### config.mk
export PLATFORM = sky130hd
export DESIGN_NAME = rle_bitstream_expander
export DESIGN_NICKNAME = d
export VERILOG_FILES = /design/src/rtl/rle_pkg.sv /design/src/rtl/rle_marker_match.sv /design/src/rtl/rle_code_decode.sv /design/src/rtl/rle_sync_header.sv /design/src/rtl/rle_bitstream_expander.sv
export SDC_FILE = /design/constraint.sdc
export NUM_CORES = 1
export LEC_CHECK = 0
export ABC_CLOCK_PERIOD_IN_PS = 1920
export BUFFER_PORTS_ARGS = -buffer_cell sky130_fd_sc_hd__buf_4
export CAP_MARGIN = 20
export CORE_ASPECT_RATIO = 0.75
export CORE_MARGIN = 2
export CORE_UTILIZATION = 55
export CTS_CLUSTER_SIZE = 10
export DETAILED_ROUTE_END_ITERATION = 10
export GPL_TIMING_DRIVEN = 1
export PLACE_DENSITY = 0.76
export SLEW_MARGIN = 5
export SYNTH_ARGS = -nofsm -noshare
export SYNTH_HDL_FRONTEND = slang
export SYNTH_SLANG_ARGS = --single-unit
### constraint.sdc
create_clock -name clk -period 1.92 [get_ports clk]
set_input_delay 0.384 -clock clk [delete_from_list [all_inputs] [get_ports clk]]
set_output_delay 0.384 -clock clk [all_outputs]
set_load 0.005 [all_outputs]
### src/rtl/rle_pkg.sv
package rle_pkg;

    typedef enum logic [2:0] {
        ST_HUNT,
        ST_ARMED,
        ST_HEADER,
        ST_FETCH,
        ST_RUN,
        ST_TERM
    } exp_state_t;

endpackage

### src/rtl/rle_marker_match.sv
module rle_marker_match #(
    parameter int          BYTE_W   = 8,
    parameter logic [7:0]  LEAD     = 8'hFF,
    parameter logic [3:0]  TAIL_NIB = 4'h3
) (
    input  logic [BYTE_W-1:0] byte_in,
    output logic              is_lead,
    output logic              is_tail
);
    localparam int NIB_LO = BYTE_W - 4;

    always_comb begin
        is_lead = (byte_in == LEAD);
        is_tail = (byte_in[BYTE_W-1:NIB_LO] == TAIL_NIB);
    end

endmodule

### src/rtl/rle_code_decode.sv
module rle_code_decode #(
    parameter int BYTE_W   = 8,
    parameter int MAX_ONES = 226,
    parameter int CNT_W    = 8
) (
    input  logic [BYTE_W-1:0] code,
    output logic [CNT_W-1:0]  run_len,
    output logic              run_val,
    output logic              has_term
);
    localparam logic [BYTE_W-1:0] FULL_CODE = BYTE_W'(MAX_ONES + 1);
    localparam logic [BYTE_W-1:0] ZERO_BASE = BYTE_W'(MAX_ONES + 2);
    localparam logic [BYTE_W-1:0] SOLO_CODE = {BYTE_W{1'b1}};

    logic [BYTE_W-1:0] zero_len;

    always_comb begin
        zero_len = code - ZERO_BASE;
        run_len  = '0;
        run_val  = 1'b0;
        has_term = 1'b0;
        if (code == '0) begin
            run_len  = '0;
            has_term = 1'b0;
        end else if (code <= BYTE_W'(MAX_ONES)) begin
            run_len  = CNT_W'(code);
            run_val  = 1'b1;
            has_term = 1'b1;
        end else if (code == FULL_CODE) begin
            run_len  = CNT_W'(MAX_ONES);
            run_val  = 1'b1;
            has_term = 1'b0;
        end else if (code != SOLO_CODE) begin
            run_len  = CNT_W'(zero_len);
            run_val  = 1'b0;
            has_term = 1'b1;
        end else begin
            run_len  = '0;
            run_val  = 1'b0;
            has_term = 1'b1;
        end
    end

endmodule

### src/rtl/rle_sync_header.sv
module rle_sync_header #(
    parameter int                HDR_W = 16,
    parameter logic [HDR_W-1:0]  HDR   = 16'hFF20
) (
    input  logic clk,
    input  logic rst_n,
    input  logic active,
    input  logic step,
    output logic hdr_bit,
    output logic hdr_final
);
    localparam int IDX_W = $clog2(HDR_W);
    localparam logic [IDX_W-1:0] IDX_LAST = IDX_W'(HDR_W - 1);

    logic [IDX_W-1:0] idx_q;
    logic [IDX_W-1:0] pos;

    always_ff @(posedge clk) begin
        if (!rst_n) begin
            idx_q <= '0;
        end else if (active && step) begin
            idx_q <= (idx_q == IDX_LAST) ? '0 : idx_q + 1'b1;
        end
    end

    always_comb begin
        pos       = IDX_LAST - idx_q;
        hdr_bit   = HDR[pos];
        hdr_final = (idx_q == IDX_LAST);
    end


    hdr_idle_chk: assert property (@(posedge clk) disable iff (!rst_n)
        !active |=> $stable(idx_q));

endmodule

### src/rtl/rle_bitstream_expander.sv
module rle_bitstream_expander #(
    parameter int          MAX_ONES = 226,
    parameter int          HDR_W    = 16,
    parameter logic [15:0] HDR      = 16'hFF20,
    parameter logic [7:0]  LEAD     = 8'hFF,
    parameter logic [3:0]  TAIL_NIB = 4'h3
) (
    input  logic       clk,
    input  logic       rst_n,
    input  logic       in_valid,
    output logic       in_ready,
    input  logic [7:0] in_data,
    input  logic       in_last,
    output logic       out_valid,
    input  logic       out_ready,
    output logic       out_bit,
    output logic       out_last
);
    import rle_pkg::*;

    localparam int BYTE_W = 8;
    localparam int CNT_W  = $clog2(MAX_ONES + 1);
    localparam logic [CNT_W-1:0] ONE_LEFT = CNT_W'(1);

    exp_state_t       state_q, state_d;
    logic [CNT_W-1:0] run_cnt_q, run_cnt_d;
    logic             run_val_q, run_val_d;
    logic             term_q, term_d;
    logic             last_q, last_d;

    logic             in_fire, out_fire;
    logic             is_lead, is_tail;
    logic [CNT_W-1:0] dec_len;
    logic             dec_val, dec_term;
    logic             hdr_bit, hdr_final;
    logic             in_header;

    rle_marker_match #(
        .BYTE_W  (BYTE_W),
        .LEAD    (LEAD),
        .TAIL_NIB(TAIL_NIB)
    ) u_marker (
        .byte_in(in_data),
        .is_lead(is_lead),
        .is_tail(is_tail)
    );

    rle_code_decode #(
        .BYTE_W  (BYTE_W),
        .MAX_ONES(MAX_ONES),
        .CNT_W   (CNT_W)
    ) u_decode (
        .code    (in_data),
        .run_len (dec_len),
        .run_val (dec_val),
        .has_term(dec_term)
    );

    rle_sync_header #(
        .HDR_W(HDR_W),
        .HDR  (HDR_W'(HDR))
    ) u_header (
        .clk      (clk),
        .rst_n    (rst_n),
        .active   (in_header),
        .step     (out_fire),
        .hdr_bit  (hdr_bit),
        .hdr_final(hdr_final)
    );

    assign in_fire   = in_valid && in_ready;
    assign out_fire  = out_valid && out_ready;
    assign in_header = (state_q == ST_HEADER);

    always_ff @(posedge clk) begin
        if (!rst_n) begin
            state_q   <= ST_HUNT;
            run_cnt_q <= '0;
            run_val_q <= 1'b0;
            term_q    <= 1'b0;
            last_q    <= 1'b0;
        end else begin
            state_q   <= state_d;
            run_cnt_q <= run_cnt_d;
            run_val_q <= run_val_d;
            term_q    <= term_d;
            last_q    <= last_d;
        end
    end

    always_comb begin
        state_d   = state_q;
        run_cnt_d = run_cnt_q;
        run_val_d = run_val_q;
        term_d    = term_q;
        last_d    = last_q;
        unique case (state_q)
            ST_HUNT: begin
                if (in_fire && is_lead) state_d = ST_ARMED;
            end
            ST_ARMED: begin
                if (in_fire) begin
                    if (is_tail)      state_d = ST_HEADER;
                    else if (is_lead) state_d = ST_ARMED;
                    else              state_d = ST_HUNT;
                end
            end
            ST_HEADER: begin
                if (out_fire && hdr_final) state_d = ST_FETCH;
            end
            ST_FETCH: begin
                if (in_fire) begin
                    run_cnt_d = dec_len;
                    run_val_d = dec_val;
                    term_d    = dec_term;
                    last_d    = in_last;
                    if (dec_len != '0) state_d = ST_RUN;
                    else if (dec_term) state_d = ST_TERM;
                    else if (in_last)  state_d = ST_HUNT;
                    else               state_d = ST_FETCH;
                end
            end
            ST_RUN: begin
                if (out_fire) begin
                    run_cnt_d = run_cnt_q - 1'b1;
                    if (run_cnt_q == ONE_LEFT) begin
                        if (term_q)      state_d = ST_TERM;
                        else if (last_q) state_d = ST_HUNT;
                        else             state_d = ST_FETCH;
                    end
                end
            end
            ST_TERM: begin
                if (out_fire) state_d = last_q ? ST_HUNT : ST_FETCH;
            end
            default: state_d = ST_HUNT;
        endcase
    end

    always_comb begin
        in_ready  = 1'b0;
        out_valid = 1'b0;
        out_bit   = 1'b0;
        out_last  = 1'b0;
        unique case (state_q)
            ST_HUNT, ST_ARMED, ST_FETCH: in_ready = 1'b1;
            ST_HEADER: begin
                out_valid = 1'b1;
                out_bit   = hdr_bit;
            end
            ST_RUN: begin
                out_valid = 1'b1;
                out_bit   = run_val_q;
                out_last  = last_q && !term_q && (run_cnt_q == ONE_LEFT);
            end
            ST_TERM: begin
                out_valid = 1'b1;
                out_bit   = ~run_val_q;
                out_last  = last_q;
            end
            default: ;
        endcase
    end


    out_hold_chk: assert property (@(posedge clk) disable iff (!rst_n)
        (out_valid && !out_ready) |=> (out_valid && $stable(out_bit) && $stable(out_last)));


    last_valid_chk: assert property (@(posedge clk) disable iff (!rst_n)
        out_last |-> out_valid);


    rehunt_chk: assert property (@(posedge clk) disable iff (!rst_n)
        (out_valid && out_ready && out_last) |=> (state_q == ST_HUNT));


    no_overlap_chk: assert property (@(posedge clk) disable iff (!rst_n)
        !(in_fire && out_fire));


    run_cnt_chk: assert property (@(posedge clk) disable iff (!rst_n)
        (state_q == ST_RUN) |-> (run_cnt_q != '0 && run_cnt_q <= CNT_W'(MAX_ONES)));

endmodule

After elaboration in Yosys (flattened, before gate mapping)
Memories as Yosys holds them, arrays and structs flattened.
Index checks and enable logic that the tools add are counted.
{"block": "classes", "addsub": 4, "magnitude_cmp": 2, "n_eq_ne": 18, "n_mux": 34, "n_bitwise": 1, "reduce_logical": 17}
{"cell": "8-bit 2-to-1 mux", "count": 6}
{"cell": "3-bit 2-to-1 mux", "count": 10}
{"cell": "3-bit case mux with 6 select lines", "count": 1}
{"cell": "8-bit == test, second input constant", "count": 2}
{"cell": "8-bit case mux with 2 select lines", "count": 1}
{"cell": "2-bit inequality test, second input constant", "count": 7}
{"cell": "1-bit 2-to-1 mux", "count": 10}
{"cell": "8-bit by 1-bit == test with 1-bit output, second input constant", "count": 1}
{"cell": "8-bit <= comparator, second input constant", "count": 1}
{"cell": "8-bit zero test", "count": 1}
{"cell": "8-bit inequality test, second input constant", "count": 1}
{"cell": "8-bit nonzero test", "count": 1}
{"cell": "8-bit by 1-bit subtractor with 8-bit output, second input constant", "count": 1}
{"cell": "8-bit subtractor, second input constant", "count": 1}
{"cell": "1-bit logical AND", "count": 7}
{"cell": "7-bit AND reduction", "count": 1}
{"cell": "3-bit by 2-bit == test with 1-bit output, second input constant", "count": 2}
{"cell": "3-bit == test, second input constant", "count": 2}
{"cell": "2-bit 2-to-1 mux", "count": 3}
{"cell": "3-bit OR reduction", "count": 2}
{"cell": "4-bit by 5-bit less-than comparator with 1-bit output, second input constant", "count": 1}
{"cell": "4-bit by 1-bit adder with 4-bit output, second input constant", "count": 1}
{"cell": "4-bit by 2-bit == test with 1-bit output, second input constant", "count": 1}
{"cell": "4-bit == test, second input constant", "count": 1}
{"cell": "other kinds (11)", "count": 11}
{"block": "totals", "ff_bits": 18, "romBits": 16, "input_bits": 13, "out_inout_bits": 4, "elab_cells": 83, "mem_count": 1}
{"name": "(no name shown)", "depth": 16, "width": 1, "rd": 1, "rd_ports_with_merged_regs": 0, "wr": 0, "line": "rle_sync_header.sv:28", "text": "hdr_bit = HDR[pos];"}

Longest topological paths before layout
{"block": "logic_depth", "ltp_word": 9, "depth_mapped": 7, "depth_no_buf": 7}

By module
A second synthesis with hierarchy kept.
{"block": "hier_totals", "hier_cells": 198, "area_unflattened_um2": 1536.5}
{"mod": "rle_bitstream_expander", "n_inst": 1, "cells_per_inst": 126, "area_per_inst_um2": 1038.5, "seq_area_each_um2": 280.3}
{"mod": "rle_code_decode", "n_inst": 1, "cells_per_inst": 41, "area_per_inst_um2": 256.5, "seq_area_each_um2": 0.0}
{"mod": "rle_sync_header", "n_inst": 1, "cells_per_inst": 26, "area_per_inst_um2": 212.7, "seq_area_each_um2": 80.1}
{"mod": "rle_marker_match", "n_inst": 1, "cells_per_inst": 5, "area_per_inst_um2": 28.8, "seq_area_each_um2": 0.0}

Worst setup path before layout
No wires, ideal clock.
{"block": "synth_path", "path_kind": "input to register", "start": "input in_data[2]", "end": "register run_cnt_q[2]", "setup_time_ns": 0.120, "t_arrival_ns": 1.611, "required_ns": 1.800, "setup_slack_ns": 0.188, "stages": 7, "path_buffers": 0, "path_cell_list": "inv_1 ha_1 and4bb_1 a311oi_1 mux2i_1 a311oi_1 nor2_1"}
{"block": "synth_via", "elab_chain_cells": 7, "word_cells_on_any_way": 11, "cone_classes": "add/sub: 1; order compare: 1; eq/ne: 2; mux: 6; reduce/logical: 1"}
{"item": "start, declared", "line": "rle_bitstream_expander.sv:12", "text": "input logic [7:0] in_data,"}
{"item": "8-bit subtractor / 8-bit inequality test (equally long branches)", "line": "rle_code_decode.sv:18, rle_code_decode.sv:33"}
{"item": "8-bit 2-to-1 mux", "line": "rle_code_decode.sv:33", "text": "end else if (code != SOLO_CODE) begin"}
{"item": "8-bit 2-to-1 mux", "line": "rle_code_decode.sv:29", "text": "end else if (code == FULL_CODE) begin"}
{"item": "8-bit 2-to-1 mux", "line": "rle_code_decode.sv:25", "text": "end else if (code <= BYTE_W'(MAX_ONES)) begin"}
{"item": "8-bit 2-to-1 mux (*)", "line": "rle_code_decode.sv:22", "text": "if (code == '0) begin"}
{"item": "8-bit 2-to-1 mux (*)", "line": "rle_bitstream_expander.sv:112", "text": "if (in_fire) begin"}
{"item": "8-bit case mux with 2 select lines (*)", "line": "rle_bitstream_expander.sv:97", "text": "unique case (state_q)"}
{"item": "end signal, assigned", "line": "rle_bitstream_expander.sv:84", "text": "run_cnt_q <= run_cnt_d;"}
{"item": "end, declared", "line": "rle_bitstream_expander.sv:26", "text": "logic [CNT_W-1:0] run_cnt_q, run_cnt_d;"}
Mark *: on every way between the ends. The rest lies on a longest branch, timed or not. The select of a mux whose other input is x is not followed.
A chain may end at the register's enable or synchronous reset.

Worst setup path in the final report
{"block": "layout_path", "start": "register run_cnt_q[1]", "end": "output out_last"}
{"block": "layout_via", "elab_chain_cells": 3}
{"item": "8-bit by 1-bit == test with 1-bit output", "line": "rle_bitstream_expander.sv:154", "text": "out_last = last_q && !term_q && (run_cnt_q == ONE_LEFT);"}
{"item": "1-bit logical AND", "line": "rle_bitstream_expander.sv:154"}
{"item": "1-bit case mux with 2 select lines", "line": "rle_bitstream_expander.sv:145", "text": "unique case (state_q)"}
{"item": "end, declared", "line": "rle_bitstream_expander.sv:17", "text": "output logic out_last"}
No other way between the ends.

==> reports/metrics.csv <==
metric,value,unit
max-slew violations,0,
Worst R2R End,run_cnt_q[3],
worst-case reg-to-reg path depth,6,
CTS Hold Bufs,0,
flop2flop setup slack,0.13,ns
Leakage,0.684,nW
gpl congestion,0.928,
fmax,0.538,GHz
Overflow after GRT,0,
Initial DRC Count,143,
post-synthesis register bit count,18,
yosys warns,0,
"top cells by area, synth","dfxtp_1 (24%), a21oi_1 (6.3%), nor2_1 (6.0%)",
drc violations,0,
final hold slack,0.335,ns
# IOs,17,
number of H-tree levels,1,
slew margin rel.,61.4,%
Initial Util,58.0,%
PD cells,401,nW/um^2
MaxCap Viol Count,0,
Worst-path clk slew,0.12,ns
Inst Count DP,252,
Clock Sinks,18,
crit path DAT,1.47,ns
Worst Hold Depth,3,
Core Region,2600,um^2
"Avg Cell Area, Syn",7.51,um^2
critical-path maximum fanout,2,
Final #Nets,245,
Worst Path Required,1.54,ns
area grow syn2layout,18.1,%
DR vias,1618,
vias in the first global route,1446,
Netlist Area Pre-Place,1510,um^2
Final Util,68.5,%
CP endpoint kind,output port,
Layout Cells excl Fill,260,
status,"complete, no violations",
CP Class,register to output port,
setup violation total in the final timing report,0,
Tot GR Track Use,25.9,%
die height,49.4,um
Die Wd,64.5,um
hpwl dp,2960,um
Syn Nets,221,
clock root buffer,clkbuf_4,
Cell Rows,16,
period utilization,96.8,%
initial antenna violation count,0,
Port Buffers,16,
post-synth top area cell,dfxtp_1,
area occupied by multi-input gates,1090,um^2
worst-margin pin slew,0.579,ns
HP Start,in_last,
RSZ-0062 raised after global routing,true,
drt pass-1 iters,5,
Setup WS pre-CTS,-0.0902,ns
"Distinct cells, synth",55,
Max Root-Sink Buffers,2,
Period minus WS final,1.86,ns
number of hold violations in the final report,0,
Worst-Skew Late Latency,0.30,ns
Post-Route WL,3990,um
hold path endpoint,last_q,
sequential cell area fraction in the yosys report,23.9,%
ys async rst share,0,%
Layout fillers,234,
ANT nets after route,0,
Synth Instances,201,
WL/cell,15.4,um
Num CTS Buffers,3,
share of layout cells above drive strength 1,24.6,%
commonest cells in the netlist,"nor2_1 (24), a21oi_1 (19), dfxtp_1 (18)",
reg2reg start,run_cnt_q[3],
Hold Crit Class,input pin to register,
Yosys top cell area share,23.9,%
CTS tree,built,
Die ar.,3190,um^2
largest net degree at the start of global routing,17,
Synth Flop Type,dfxtp_1,
most common cell in the netlist,nor2_1,
Post-synth EDFFs,0,
Antenna diodes,0,
peak supply drop,0.292,mV
critical path launch point type,register,
first-pass GRT wire length,6550,um
setup ws final,0.0618,ns
sequential cell area,368,um^2
clk_skew,0.00810,ns
vias per cell,6.22,
-- registers in the layout, summed over array words and instances (netlist names) --
| signal | cells |
|---|---|
| term_q | 1 |
| run_cnt_q | 8 |
| u_header.idx_q | 4 |
| state_q | 3 |
| last_q | 1 |
| run_val_q | 1 |
-- cells by family after synthesis --
logic type / share of synthesized area [%]
adders and majority gates: 5.80
buffers and inverters: 6.46
muxes: 1.33
AOI/OAI and AO/OA: 27.3
and+or+nand+nor: 34.1
DFF: 23.9
xor gates and xnor gates: 1.16
-- layout make-up --
cell class / instances / share of cell area, %
clock buffer: 4 / 2.04
inverter: 10 / 2.11
multi-input combinational: 164 / 60.9
sequential: 18 / 20.6
tap: 36 / 2.53
timing repair buffer: 28 / 11.8
-- per-layer routing --
| layer | vias up | part of all wire, % | routed length, um | global-route usage, % |
|---|---|---|---|---|
| li1 | 791 | - | - | - |
| met1 | 752 | 46 | 1840 | 35.4 |
| met2 | 65 | 44 | 1760 | 40.5 |
| met3 | 10 | 8.3 | 332 | 7.16 |
| met4 | 0 | 1.6 | 62 | 6.74 |
| met5 | - | 0 | 0 | 0 |
-- critical path, stage by stage, from the launching register on --
cell and delay [ns]:
dfxtp_2 0.34, inv_2 0.07, ha_4 0.12, nor2b_4 0.14, nand3_2 0.09, nor2_1 0.10
nor2_1 0.04, nor3_1 0.14, buf_4 0.14
-- power breakdown --
part	switching, mW	internal [mW]	total (mW)
sequential	0.000293	0.372	0.372
combinational	0.0570	0.0412	0.0983
clock	0.129	0.116	0.245
-- cell usage in the layout, fill, tap and decap left out, types with 2 or more instances in the layout --
master    instances
a211oi_1          2
a21o_1            3
a21oi_1          19
a21oi_2           2
a311oi_1          3
a31oi_1           3
and2b_1           2
and3_1            5
buf_4            28
clkbuf_4          3
dfxtp_1          14
dfxtp_2           3
ha_1              6
inv_1             9
mux2i_1           2
nand2_1          16
nand2b_1          4
nand3_1           9
nand3b_1          2
nand4_2           2
nor2_1           23
nor3_1            4
o211ai_1          4
o21ai_0          13
o21ai_1           2
o22ai_1           3
or3_1             3
or3b_2            2
-- timing repair --
item	4_1_cts	5_1_grt
setup endpoints to repair	1	3
resized for setup	10	3
buffers inserted	4	0
pin swaps	3	2
-- worst max path at each step --
stage | start | endpoint | cells after the start
2_1_floorplan | in_data[2] | run_cnt_q[2] | 7
3_3_place_gp | in_data[2] | run_cnt_q[2] | 8
3_5_place_dp | in_data[2] | run_cnt_q[2] | 8
4_1_cts | run_cnt_q[1] | out_last | 8
5_1_grt | run_cnt_q[1] | out_last | 8
6_report | run_cnt_q[1] | out_last | 8
-- metrics by stage --
stage | total power, mW | area, um^2 | setup TNS (ns)
global placement | 0.474 | 1680 | 0
detailed placement | 0.477 | 1680 | -0.199
CTS | 0.716 | 1770 | 0
global route | 0.747 | 1780 | -0.0262
finish | 0.715 | 1780 | 0
floorplan | 0.434 | 1510 | 0
(Power assumes the default switching activity.)
